`config.mk`:
```
export PLATFORM = sky130hd
export DESIGN_NAME = xrom_dword_reader
export DESIGN_NICKNAME = d
export VERILOG_FILES = /design/src/rtl/xrd_pkg.sv /design/src/rtl/xrd_window_match.sv /design/src/rtl/xrd_fetch_seq.sv /design/src/rtl/xrom_dword_reader.sv
export SDC_FILE = /design/constraint.sdc
export NUM_CORES = 1
export LEC_CHECK = 0
export BUFFER_PORTS_ARGS = -buffer_cell sky130_fd_sc_hd__buf_2
export CAP_MARGIN = 20
export CORE_ASPECT_RATIO = 0.7
export CORE_UTILIZATION = 48
export CTS_CLUSTER_DIAMETER = 40
export CTS_CLUSTER_SIZE = 16
export DETAILED_ROUTE_END_ITERATION = 16
export PLACE_DENSITY = 0.72
export SLEW_MARGIN = 20
export SYNTH_ARGS = -nofsm -noshare
export SYNTH_HDL_FRONTEND = slang
export SYNTH_HIERARCHICAL = 1
export SYNTH_SLANG_ARGS = --single-unit
export TNS_END_PERCENT = 1
```
`constraint.sdc`:
```
create_clock -name clk -period 4.3 [get_ports clk]
set_input_delay 0.645 -clock clk [delete_from_list [all_inputs] [get_ports clk]]
set_output_delay 0.645 -clock clk [all_outputs]
set_load 0.005 [all_outputs]
```
`src/rtl/xrd_pkg.sv`:
```
package xrd_pkg;

    localparam logic [3:0] CMD_MEM_RD      = 4'h6;
    localparam logic [3:0] CMD_MEM_RD_MULT = 4'hC;
    localparam logic [3:0] CMD_MEM_RD_LINE = 4'hE;

    function automatic logic is_rom_read(input logic [3:0] cmd);
        return (cmd == CMD_MEM_RD) || (cmd == CMD_MEM_RD_MULT) ||
               (cmd == CMD_MEM_RD_LINE);
    endfunction

endpackage

```
`src/rtl/xrd_window_match.sv`:
```
module xrd_window_match #(
    parameter int ROM_AW = 12
) (
    input  logic                start_i,
    input  logic [31:2]         addr_i,
    input  logic [3:0]          cmd_i,
    input  logic [31:ROM_AW]    base_i,
    output logic                hit_o,
    output logic [ROM_AW-3:0]   idx_o
);
    import xrd_pkg::*;

    always_comb begin
        hit_o = start_i && (addr_i[31:ROM_AW] == base_i) && is_rom_read(cmd_i);
        idx_o = addr_i[ROM_AW-1:2];
    end

endmodule

```
`src/rtl/xrd_fetch_seq.sv`:
```
module xrd_fetch_seq #(
    parameter int ROM_AW      = 12,
    parameter int WAIT_CYCLES = 5
) (
    input  logic                clk,
    input  logic                rst_n,
    input  logic                start_i,
    input  logic [ROM_AW-3:0]   start_idx_i,
    input  logic [7:0]          rom_data_i,
    output logic                busy_o,
    output logic                held_vld_o,
    output logic [ROM_AW-3:0]   held_idx_o,
    output logic [31:0]         dword_o,
    output logic                rom_rd_o,
    output logic [ROM_AW-1:0]   rom_addr_o
);
    localparam int IW  = ROM_AW - 2;
    localparam int WCW = (WAIT_CYCLES > 1) ? $clog2(WAIT_CYCLES) : 1;
    localparam logic [WCW-1:0] WLAST = WCW'(WAIT_CYCLES - 1);

    typedef struct packed {
        logic           busy;
        logic [1:0]     byte_sel;
        logic [WCW-1:0] wcnt;
        logic [31:0]    pack;
        logic [IW-1:0]  idx;
        logic           vld;
    } seq_t;

    seq_t s_d, s_q;

    always_comb begin
        s_d = s_q;
        if (start_i) begin
            s_d.busy     = 1'b1;
            s_d.byte_sel = 2'd0;
            s_d.wcnt     = '0;
            s_d.vld      = 1'b0;
            s_d.idx      = start_idx_i;
        end else if (s_q.busy) begin
            if (s_q.wcnt == WLAST) begin
                s_d.pack[{s_q.byte_sel, 3'b000} +: 8] = rom_data_i;
                s_d.wcnt = '0;
                if (s_q.byte_sel == 2'd3) begin
                    s_d.busy = 1'b0;
                    s_d.vld  = 1'b1;
                end else begin
                    s_d.byte_sel = s_q.byte_sel + 2'd1;
                end
            end else begin
                s_d.wcnt = s_q.wcnt + 1'b1;
            end
        end
    end

    always_ff @(posedge clk or negedge rst_n) begin
        if (!rst_n) s_q <= '0;
        else        s_q <= s_d;
    end

    always_comb begin
        busy_o     = s_q.busy;
        held_vld_o = s_q.vld;
        held_idx_o = s_q.idx;
        dword_o    = s_q.pack;
        rom_rd_o   = s_q.busy;
        rom_addr_o = {s_q.idx, s_q.byte_sel};
    end

endmodule

```
`src/rtl/xrom_dword_reader.sv`:
```
module xrom_dword_reader #(
    parameter int ROM_AW      = 12,
    parameter int WAIT_CYCLES = 5
) (
    input  logic                clk,
    input  logic                rst_n,
    input  logic                bus_start_i,
    input  logic [31:2]         bus_addr_i,
    input  logic [3:0]          bus_cmd_i,
    input  logic [31:ROM_AW]    win_base_i,
    output logic                claim_o,
    output logic                retry_o,
    output logic                ack_o,
    output logic [31:0]         rdata_o,
    output logic                rom_rd_o,
    output logic [ROM_AW-1:0]   rom_addr_o,
    input  logic [7:0]          rom_data_i
);
    localparam int IW = ROM_AW - 2;

    typedef struct packed {
        logic          s1_claim;
        logic [IW-1:0] s1_idx;
        logic          claim;
        logic          retry;
        logic          ack;
        logic [31:0]   data;
    } rsp_t;

    rsp_t r_d, r_q;

    logic          dec_hit;
    logic [IW-1:0] dec_idx;
    logic          f_busy, f_vld, f_start;
    logic [IW-1:0] f_idx;
    logic [31:0]   f_dword;

    xrd_window_match #(.ROM_AW(ROM_AW)) u_match (
        .start_i (bus_start_i),
        .addr_i  (bus_addr_i),
        .cmd_i   (bus_cmd_i),
        .base_i  (win_base_i),
        .hit_o   (dec_hit),
        .idx_o   (dec_idx)
    );

    xrd_fetch_seq #(.ROM_AW(ROM_AW), .WAIT_CYCLES(WAIT_CYCLES)) u_fetch (
        .clk         (clk),
        .rst_n       (rst_n),
        .start_i     (f_start),
        .start_idx_i (r_q.s1_idx),
        .rom_data_i  (rom_data_i),
        .busy_o      (f_busy),
        .held_vld_o  (f_vld),
        .held_idx_o  (f_idx),
        .dword_o     (f_dword),
        .rom_rd_o    (rom_rd_o),
        .rom_addr_o  (rom_addr_o)
    );

    always_comb begin
        logic held_match;
        held_match   = f_vld && (f_idx == r_q.s1_idx);
        f_start      = r_q.s1_claim && !f_busy && !held_match;

        r_d          = r_q;
        r_d.s1_claim = dec_hit;
        r_d.s1_idx   = dec_idx;
        r_d.claim    = r_q.s1_claim;
        r_d.ack      = r_q.s1_claim && !f_busy && held_match;
        r_d.retry    = r_q.s1_claim && !(!f_busy && held_match);
        r_d.data     = r_d.ack ? f_dword : 32'h0;
    end

    always_ff @(posedge clk or negedge rst_n) begin
        if (!rst_n) r_q <= '0;
        else        r_q <= r_d;
    end

    always_comb begin
        claim_o = r_q.claim;
        retry_o = r_q.retry;
        ack_o   = r_q.ack;
        rdata_o = r_q.data;
    end

endmodule

```
Word level (Yosys, flattened, before mapping):

Index checks and enable logic that the tools add are counted.

* register bits after elaboration: 95

* add/sub/neg operators: 3
* equal/unequal tests: 8
* shift operators: 2
* multiplexer cells: 13
* bitwise operators: 1
* reductions and logical operators: 19

Operator list (number)
* two-way mux 32 bit: 2
* two-way mux 38 bit: 1
* bitwise mux 32 bit: 1
* variable shift 8 x 7 -> 32 bit, first input constant: 1
* indexed part select 8 x 7 -> 32 bit: 1
* == test 20 bit: 1
* == test 10 bit: 1
* AND reduction 3 bit: 3
* == test 4 bit, second input constant: 2
* logical AND 1 bit: 8
* negation 5 -> 7 bit: 1
* two-way mux 3 bit: 2
* two-way mux 6 bit: 1
* nonzero test 2 bit: 3
* two-way mux 1 bit: 5
* == test 4 x 3 -> 1 bit, second input constant: 1
* adder 3 x 1 -> 3 bit, second input constant: 1
* == test 3 bit, second input constant: 1
* zero test 1 bit: 3
* adder 2 x 1 -> 2 bit, second input constant: 1
* == test 2 bit, second input constant: 1
* logical OR 1 bit: 2
* two-way mux 2 bit: 1
* inequality test 2 bit, second input constant: 1
* NOT 1 bit: 1

Logic depth before layout (Yosys ltp):

Gate-level depths: netlist of run 1.

* word-level depth: 6
* mapped depth: 10

Cells and area by module:

The synthesis of run 1 kept the hierarchy.

By module, submodules not included
* xrd_fetch_seq: instances 1, cells an instance 231, area each 2703.8 um2
* xrom_dword_reader: instances 1, cells an instance 173, area each 2147.1 um2
* xrd_window_match: instances 1, cells an instance 40, area each 310.3 um2

Worst setup path before layout of run 1:

OpenSTA, ideal clock, no wires.

* path type: reg-to-reg
* from: reg u_fetch.s_q, in the netlist u_fetch/held_idx_o[5]
* to: reg with a tool-made name
* setup time: 0.119 ns
* data arrival time: 2.172 ns
* path slack: 2.009 ns
* cell stages (with the launch flop): 10
* path through: dfrtp_1 -> buf_4 -> xnor2_1 -> nand4_4 -> o31a_2 -> buf_6 -> and4b_1 -> buf_6 -> nand2_1 -> a21bo_2

RTL lines
* start, declared: line xrd_fetch_seq.sv:30 `seq_t s_d, s_q;`
* start signal, assigned: line xrd_fetch_seq.sv:57 `if (!rst_n) s_q <= '0;`
* start signal, assigned: line xrd_fetch_seq.sv:58 `else s_q <= s_d;`

==> results.py, run 1 <==
metrics = {
    "detailed_routing": {
        "drtIter0Drc": 148,
        "wl_per_cell_microns": 15.6,
        "via_count": 3108,
        "vias_per_cell": 5.29,
        "drc": 0,
        "ant_nets": 0,
        "wl_microns": 9130,
        "firstDrtPassIters": 5,
    },
    "cts": {
        "cts.sinks": 95,
        "root_buffer": "clkbuf_16",
        "cts_made_buffers": 9,
        "clk_pin_slew_ps": 70,
        "htreeDepth": 3,
        "clockBufferDepth": 2,
        "cts_setup_buffers": 0,
        "clk_latency_ps": 340,
        "post_cts_resized": 0,
        "cts_tree": "done",
        "hold_buffers": 0,
    },
    "job": {
        "timing.max_cap.violations": 0,
    },
    "worst_setup_path": {
        "cpPeakStageDelay_ps": 880,
        "crit_path_start_kind": "flop",
        "path_class": "flop to flop",
        "worstPathCellList": "xnor2_1 > nand4_4 > buf_4 > o31a_2 > and4b_1 > nand2_1 > a21bo_2",
        "end_kind": "flop",
        "crit_slowest_cell": "and4b_1",
        "worstPathRequired_ps": 4530,
        "critical_path_peak_fanout": 35,
        "crit_arrival_ps": 3540,
    },
    "floorplan": {
        "rows": 31,
        "die_h_microns": 88.8,
        "die_area_sq_um": 11200,
        "ioPinCount": 113,
        "initial_utilization": 0.497,
        "die_x_microns": 126,
        "core_sq_um": 10400,
    },
    "synth": {
        "syn_area_sq_um": 5160,
        "synth.yosys.warnings": 6,
        "yosysTopAreaCellShare": 0.461,
        "ys_seq_elements": 95,
        "async_reset_ff_frac": 1.00,
        "ys.flop_type": "dfrtp_1",
        "synth_nets": 516,
        "yosys.area.top_type": "dfrtp_1",
        "synth-edff-count": 0,
        "synth_area_per_cell_sq_um": 11.6,
        "ys_types": 41,
        "synthTopCellsByArea": "dfrtp_1 46%, buf_4 14%, nor4_2 7.3%",
        "seq_area_frac_synth": 0.461,
        "synth_cells": 444,
    },
    "place": {
        "place_inst": 571,
        "portBuffers": 112,
        "dp_hpwl_microns": 6560,
        "gp_congestion": 0.865,
        "dp_slack_ps": 1000,
        "dpl_cell_area_sq_um": 5020,
    },
    "finish": {
        "layout.nets": 522,
        "mostFrequentLayoutCells": "111 x buf_2, 95 x dfrtp_1, 38 x nand2_1",
        "drive_gt1_frac": 0.457,
        "fillCellCount": 936,
        "finalNonFillerCells": 587,
        "design_area_sq_um": 5350,
        "layout-area-overhead-vs-synth_pct": 3.73,
        "antenna_cells": 0,
        "final_common_cell": "buf_2",
    },
    "timing": {
        "rsz0062_at_grt": "false",
        "timing.final.ws_setup_ps": 991,
        "fmaxAchievable_mhz": 302,
        "relSlewSlack": 0.433,
        "tightest_slew_ps": 850,
        "slew_viol_final": 0,
        "period_minus_slack_ps": 3310,
        "tns_ps": 0,
        "fin_skew_ps": 10.5,
        "setup_viol": 0,
        "final_hold_viol_count": 0,
        "min_period_over_period": 0.770,
        "whs_ps": 347,
    },
    "pwr": {
        "p_per_area_nw_per_um2": 345,
        "vdd_ir_drop_max_v": 0.000189,
        "p_leak_nw": 2.59,
    },
    "global_routing": {
        "grt_max_degree": 96,
        "antenna_found_initial": 0,
        "grt_first_pass_wirelength_microns": 15300,
        "grt_pass1_vias": 3146,
        "grt_usage": 0.178,
        "overflow": 0,
    },
    "hold_path": {
        "min_path_type": "input pin to async pin",
    },
    "status": {
        "outcome": "finished clean",
    },
}
==> metal layers <==
metal,share of wire,GRT usage
met5,0,0
met4,0.014,0.0734
met3,0.063,0.0514
met2,0.48,0.301
met1,0.45,0.218
==> worst paths after layout <==
kind / start / to / slack (ps) / cells past startpoint
setup / recovery: r_q[40] / flop / 990 / 7
max in group asynchronous: rst_n / rdata_o[5] / 3350 / 1
min in group clk: bus_addr_i[5] / r_q[38] / 410 / 1
setup reg to reg: r_q[40] / flop / 990 / 7
hold reg to reg: r_d[34] / claim_o / 470 / 0
hold / removal: rst_n / rdata_o[20] / 350 / 1
==> layout make-up <==
cell class                 instances  area, sq um  share of cell area
timing repair buffer             117          604               0.113
multi-input combinational        222         1860               0.347
sequential                        95         2380               0.444
clock inverter                     6         91.3              0.0171
clock buffer                      10          239              0.0446
tap                              132          165              0.0308
inverter                           5         18.8             0.00351
==> power by group <==
part | switching [W] | internal (W) | total (W)
logic | 0.0000509 | 0.0000356 | 0.0000865
clock network | 0.000332 | 0.000528 | 0.000860
registers | 0.00000326 | 0.000898 | 0.000902
==> through the flow <==
step / util / power [W]
finish: 0.515 / 0.00185
global route: 0.515 / 0.00192
CTS: 0.515 / 0.00188
detailed placement: 0.483 / 0.00101
global placement: 0.483 / 0.00100
floorplan: - / 0.000955
==> cell families (layout without fill, tap and decap cells) <==
logic type,Yosys count,in the layout,share of synthesized area
and+or+nand+nor,132,132,0.191
buffers and inverters,127,138,0.181
adders and majority gates,7,7,0.0170
DFF,95,95,0.461
xor gates and xnor gates,31,31,0.0526
muxes,12,12,0.0257
AOI/OAI and AO/OA,40,40,0.0725
==> synth_stat cells (all sizes together) (2+ instances only) <==
library cell	count
and4bb	2
a21oi	2
inv	5
nor2	4
mux2i	2
dfrtp	95
buf	119
nand4	36
xor2	16
nand2b	2
a21bo	32
ha	7
xnor2	15
nor4	37
o21ai	3
nand3	3
clkbuf	3
nor4b	2
mux2	10
nand2	39
==> worst max-delay path: cells and delay by family (launching register included) <==
kind / cells / cell delay (ps)
XOR/XNOR: 1 / 270
AO/OA/AOI/OAI: 2 / 870
AND/OR/NAND/NOR: 3 / 1370
flip-flops: 1 / 380
buffers and inverters: 1 / 290
No activity file was read; power rests on OpenSTA's default activity.
==> run 2, diff against run 1 <==
--- a/config.mk
+++ b/config.mk
@@ -12,7 +12,7 @@
 export CTS_CLUSTER_DIAMETER = 40
 export CTS_CLUSTER_SIZE = 16
 export DETAILED_ROUTE_END_ITERATION = 16
-export PLACE_DENSITY = 0.72
+export PLACE_DENSITY = 0.75
 export SLEW_MARGIN = 20
 export SYNTH_ARGS = -nofsm -noshare
 export SYNTH_HDL_FRONTEND = slang
==> constraint.sdc (replaced) <==
create_clock -name clk -period 2.8 [get_ports clk]
set_input_delay 0.42 -clock clk [delete_from_list [all_inputs] [get_ports clk]]
set_output_delay 0.42 -clock clk [all_outputs]
set_load 0.005 [all_outputs]
==> results.py, run 2 (synthesis gave the netlist of run 1 again) <==
metrics = {
    "status": {
        "outcome": "finished clean",
    },
    "global_routing": {
        "grt_pass1_vias": 3091,
        "grt_first_pass_wirelength_microns": 15200,
        "grt_max_degree": 59,
        "grt_usage": 0.181,
        "overflow": 0,
        "antenna_found_initial": 0,
    },
    "cts": {
        "cts_made_buffers": 9,
        "post_cts_resized": 0,
        "htreeDepth": 3,
        "hold_buffers": 0,
        "clockBufferDepth": 2,
        "cts.sinks": 95,
        "clk_pin_slew_ps": 70,
        "root_buffer": "clkbuf_16",
        "clk_latency_ps": 350,
        "cts_setup_buffers": 0,
        "cts_tree": "done",
    },
    "pwr": {
        "vdd_ir_drop_max_v": 0.000361,
        "p_per_area_nw_per_um2": 518,
        "p_leak_nw": 2.59,
    },
    "finish": {
        "layout-area-overhead-vs-synth_pct": 3.78,
        "mostFrequentLayoutCells": "111 x buf_2, 95 x dfrtp_1, 38 x nand2_1",
        "layout.nets": 524,
        "antenna_cells": 0,
        "final_common_cell": "buf_2",
        "fillCellCount": 928,
        "drive_gt1_frac": 0.457,
    },
    "worst_setup_path": {
        "critical_path_peak_fanout": 36,
        "crit_arrival_ps": 2600,
        "crit_path_start_kind": "flop",
        "end_kind": "flop",
        "path_class": "flop to flop",
        "worstPathRequired_ps": 3040,
    },
    "timing": {
        "tightest_slew_ps": 555,
        "whs_ps": 36.7,
        "fmaxAchievable_mhz": 424,
        "period_minus_slack_ps": 2360,
        "fin_skew_ps": 6.66,
        "relSlewSlack": 0.630,
        "setup_viol": 0,
        "final_hold_viol_count": 0,
        "tns_ps": 0,
        "min_period_over_period": 0.843,
        "rsz0062_at_grt": "false",
        "slew_viol_final": 0,
    },
    "floorplan": {
        "die_x_microns": 126,
        "die_area_sq_um": 11200,
        "rows": 31,
        "core_sq_um": 10400,
        "die_h_microns": 88.8,
        "ioPinCount": 113,
        "initial_utilization": 0.497,
    },
    "detailed_routing": {
        "wl_per_cell_microns": 15.9,
        "firstDrtPassIters": 4,
        "ant_nets": 0,
        "vias_per_cell": 5.33,
        "drc": 0,
        "via_count": 3142,
        "wl_microns": 9380,
        "drtIter0Drc": 166,
    },
    "place": {
        "dp_hpwl_microns": 6560,
        "gp_congestion": 0.847,
        "portBuffers": 112,
    },
    "job": {
        "timing.max_cap.violations": 0,
    },
    "hold_path": {
        "min_path_type": "input pin to async pin",
    },
}
-- run 2: area by class of cell --
class                   count  area (sq um)  area share
clock buffers              11           243      0.0453
clock inverters             5          66.3      0.0124
inverters                   5          18.8     0.00350
multi-input cells         222          1860       0.347
flip-flops and latches     95          2380       0.444
well taps                 132           165      0.0308
repair buffers            119           628       0.117
-- run 2: stage by stage --
stage | setup slack [ps] | cells | util | power, W | instance area [sq um]
2_1_floorplan | 509 | 444 | - | 0.00147 | 5160
3_3_place_gp | 517 | 573 | 0.486 | 0.00155 | 5050
3_5_place_dp | 481 | 573 | 0.486 | 0.00155 | 5050
4_1_cts | 461 | 589 | 0.515 | 0.00281 | 5360
5_1_grt | 315 | 589 | 0.515 | 0.00289 | 5360
6_report | 439 | 589 | 0.515 | 0.00278 | 5360
-- run 2: path summary, 6_finish.rpt --
check                      slack (ps)  depth (start not counted)           to           from
setup / recovery                  440                          7         flop        r_q[41]
hold / removal                     40                          1  rdata_o[17]          rst_n
setup reg to reg                  440                          7         flop        r_q[41]
hold reg to reg                   450                          0      claim_o        r_d[34]
max in group asynchronous        2110                          2    async pin          rst_n
min in group clk                  180                          1      r_q[35]  bus_addr_i[2]
-- run 2: critical path, cell delays in order, from the launching register on --
cell and delay [ps]:
dfrtp_1 390, xnor2_1 250, nand4_4 130, o31a_2 370, and4b_1 240, buf_4 320, nand2_1 270, a21bo_2 280
-- run 2: layer usage --
metal | up-vias | global-route usage | part of all wire
met4 | 0 | 0.0953 | 0.018
met1 | 1529 | 0.218 | 0.43
met5 | - | 0 | 0
met3 | 18 | 0.0593 | 0.076
met2 | 133 | 0.295 | 0.48
li1 | 1462 | - | -
-- run 2: power by group --
| part | internal, W | switching (W) |
|---|---|---|
| sequential | 0.00138 | 0.00000457 |
| combinational | 0.0000571 | 0.0000816 |
| clock | 0.000726 | 0.000528 |
==> run 3, diff against run 2 <==
--- a/config.mk
+++ b/config.mk
@@ -12,7 +12,7 @@
 export CTS_CLUSTER_DIAMETER = 40
 export CTS_CLUSTER_SIZE = 16
 export DETAILED_ROUTE_END_ITERATION = 16
-export PLACE_DENSITY = 0.75
+export PLACE_DENSITY = 0.72
 export SLEW_MARGIN = 20
 export SYNTH_ARGS = -nofsm -noshare
 export SYNTH_HDL_FRONTEND = slang
==> constraint.sdc (replaced) <==
create_clock -name clk -period 2.4 [get_ports clk]
set_input_delay 0.36 -clock clk [delete_from_list [all_inputs] [get_ports clk]]
set_output_delay 0.36 -clock clk [all_outputs]
set_load 0.005 [all_outputs]
==> results.py, run 3 (synthesis gave the netlist of run 1 again) <==
metrics = {
    "detailed_routing": {
        "via_count": 3087,
        "drc": 0,
        "ant_nets": 0,
        "vias_per_cell": 5.22,
        "drtIter0Drc": 197,
        "wl_per_cell_microns": 15.8,
        "firstDrtPassIters": 4,
        "wl_microns": 9340,
    },
    "cts": {
        "cts_made_buffers": 9,
        "post_cts_resized": 0,
        "clk_pin_slew_ps": 70,
        "clk_latency_ps": 340,
        "cts_setup_buffers": 0,
        "cts_tree": "done",
        "clockBufferDepth": 2,
        "hold_buffers": 0,
        "cts.sinks": 95,
        "htreeDepth": 3,
        "root_buffer": "clkbuf_16",
    },
    "worst_setup_path": {
        "worstPathRequired_ps": 2630,
        "critical_path_peak_fanout": 36,
        "path_class": "flop to flop",
        "crit_path_start_kind": "flop",
        "crit_arrival_ps": 2470,
        "end_kind": "flop",
    },
    "job": {
        "timing.max_cap.violations": 0,
    },
    "finish": {
        "mostFrequentLayoutCells": "111 x buf_2, 95 x dfrtp_1, 36 x nand2_1",
        "fillCellCount": 924,
        "antenna_cells": 0,
        "layout-area-overhead-vs-synth_pct": 4.10,
        "drive_gt1_frac": 0.468,
        "layout.nets": 526,
        "final_common_cell": "buf_2",
    },
    "global_routing": {
        "grt_first_pass_wirelength_microns": 15300,
        "grt_pass1_vias": 3061,
        "grt_max_degree": 49,
        "grt_usage": 0.181,
        "overflow": 0,
        "antenna_found_initial": 0,
    },
    "timing": {
        "fin_skew_ps": 7.87,
        "tns_ps": 0,
        "min_period_over_period": 0.932,
        "setup_viol": 0,
        "rsz0062_at_grt": "false",
        "period_minus_slack_ps": 2240,
        "fmaxAchievable_mhz": 447,
        "tightest_slew_ps": 597,
        "final_hold_viol_count": 0,
        "relSlewSlack": 0.602,
        "slew_viol_final": 0,
    },
    "pwr": {
        "internal-power_w": 0.00249,
        "vdd_ir_drop_max_v": 0.000364,
        "clkPwrFrac": 0.448,
        "p_per_area_nw_per_um2": 599,
        "p_leak_nw": 2.60,
        "power_switching_share": 0.227,
        "p_sw_w": 0.000730,
        "p_total_w": 0.00322,
        "comb_power_share": 0.050,
        "seq_power_share": 0.502,
    },
    "floorplan": {
        "die_area_sq_um": 11200,
        "initial_utilization": 0.497,
        "core_sq_um": 10400,
        "die_h_microns": 88.8,
        "ioPinCount": 113,
        "die_x_microns": 126,
        "rows": 31,
    },
    "status": {
        "outcome": "finished clean",
    },
    "place": {
        "gp_congestion": 0.850,
        "dp_hpwl_microns": 6730,
        "portBuffers": 112,
    },
    "hold_path": {
        "min_path_type": "input pin to async pin",
    },
}
-- run 3: cell types whose count changed in the layout (fill, tap and decap cells not counted) --
cell      before  now
xnor2_1       15   14
xnor2_2        0    1
clkinv_2       0    3
clkbuf_8       1    0
buf_4          7    9
clkbuf_1       1    0
nand2_2        1    3
clkinv_4       2    1
nand2_1       38   36
-- run 3: layer usage --
| layer | part of all wire | global-route usage | up-vias |
|---|---|---|---|
| li1 | - | - | 1473 |
| met1 | 0.46 | 0.233 | 1484 |
| met2 | 0.47 | 0.299 | 119 |
| met3 | 0.061 | 0.0490 | 11 |
| met4 | 0.012 | 0.0602 | 0 |
| met5 | 0 | 0 | - |
-- run 3: final timing paths --
check	startpoint	end	slack, ps	depth (start not counted)
setup / recovery	r_q[41]	flop	160	7
hold / removal	rst_n	rdata_o[16]	30	1
setup reg to reg	r_q[41]	flop	160	7
hold reg to reg	flop	flop	490	1
max in group asynchronous	rst_n	rdata_o[6]	1710	2
min in group clk	bus_addr_i[4]	r_q[37]	120	1
-- run 3: area by class of cell --
| cell class | count | area, sq um | area share |
|---|---|---|---|
| inverters | 5 | 18.8 | 0.00349 |
| clock buffers | 9 | 225 | 0.0419 |
| flip-flops and latches | 95 | 2380 | 0.442 |
| multi-input cells | 222 | 1870 | 0.348 |
| well taps | 132 | 165 | 0.0307 |
| clock inverters | 7 | 72.6 | 0.0135 |
| repair buffers | 121 | 643 | 0.120 |
-- run 3: per-stage QoR --
step	cell area [sq um]	setup slack, ps	instances	hold WS, ps	utilization
finish	5370	163	591	30.2	0.517
global route	5370	35.0	591	63.4	0.517
CTS	5360	90.4	591	45.8	0.516
detailed placement	5060	130	575	415	0.487
global placement	5060	212	575	400	0.487
floorplan	5160	109	444	64.4	-
-- run 3: power by group through the flow --
stage | clock network, W | registers [W] | logic [W]
after CTS | 0.00148 | 0.00161 | 0.000164
final | 0.00144 | 0.00161 | 0.000160
after detailed placement | 0 | 0.00165 | 0.000164
after floorplan | 0 | 0.00164 | 0.0000661
after global routing | 0.00154 | 0.00161 | 0.000179
after global placement | 0 | 0.00164 | 0.000159
-- run 3: critical path, cell delays in order, from the launching register on --
cell and delay, ps:
dfrtp_1 390, xnor2_1 260, nand4_4 130, o31a_2 370
and4b_1 310, buf_12 200, nand2_1 200, a21bo_2 270
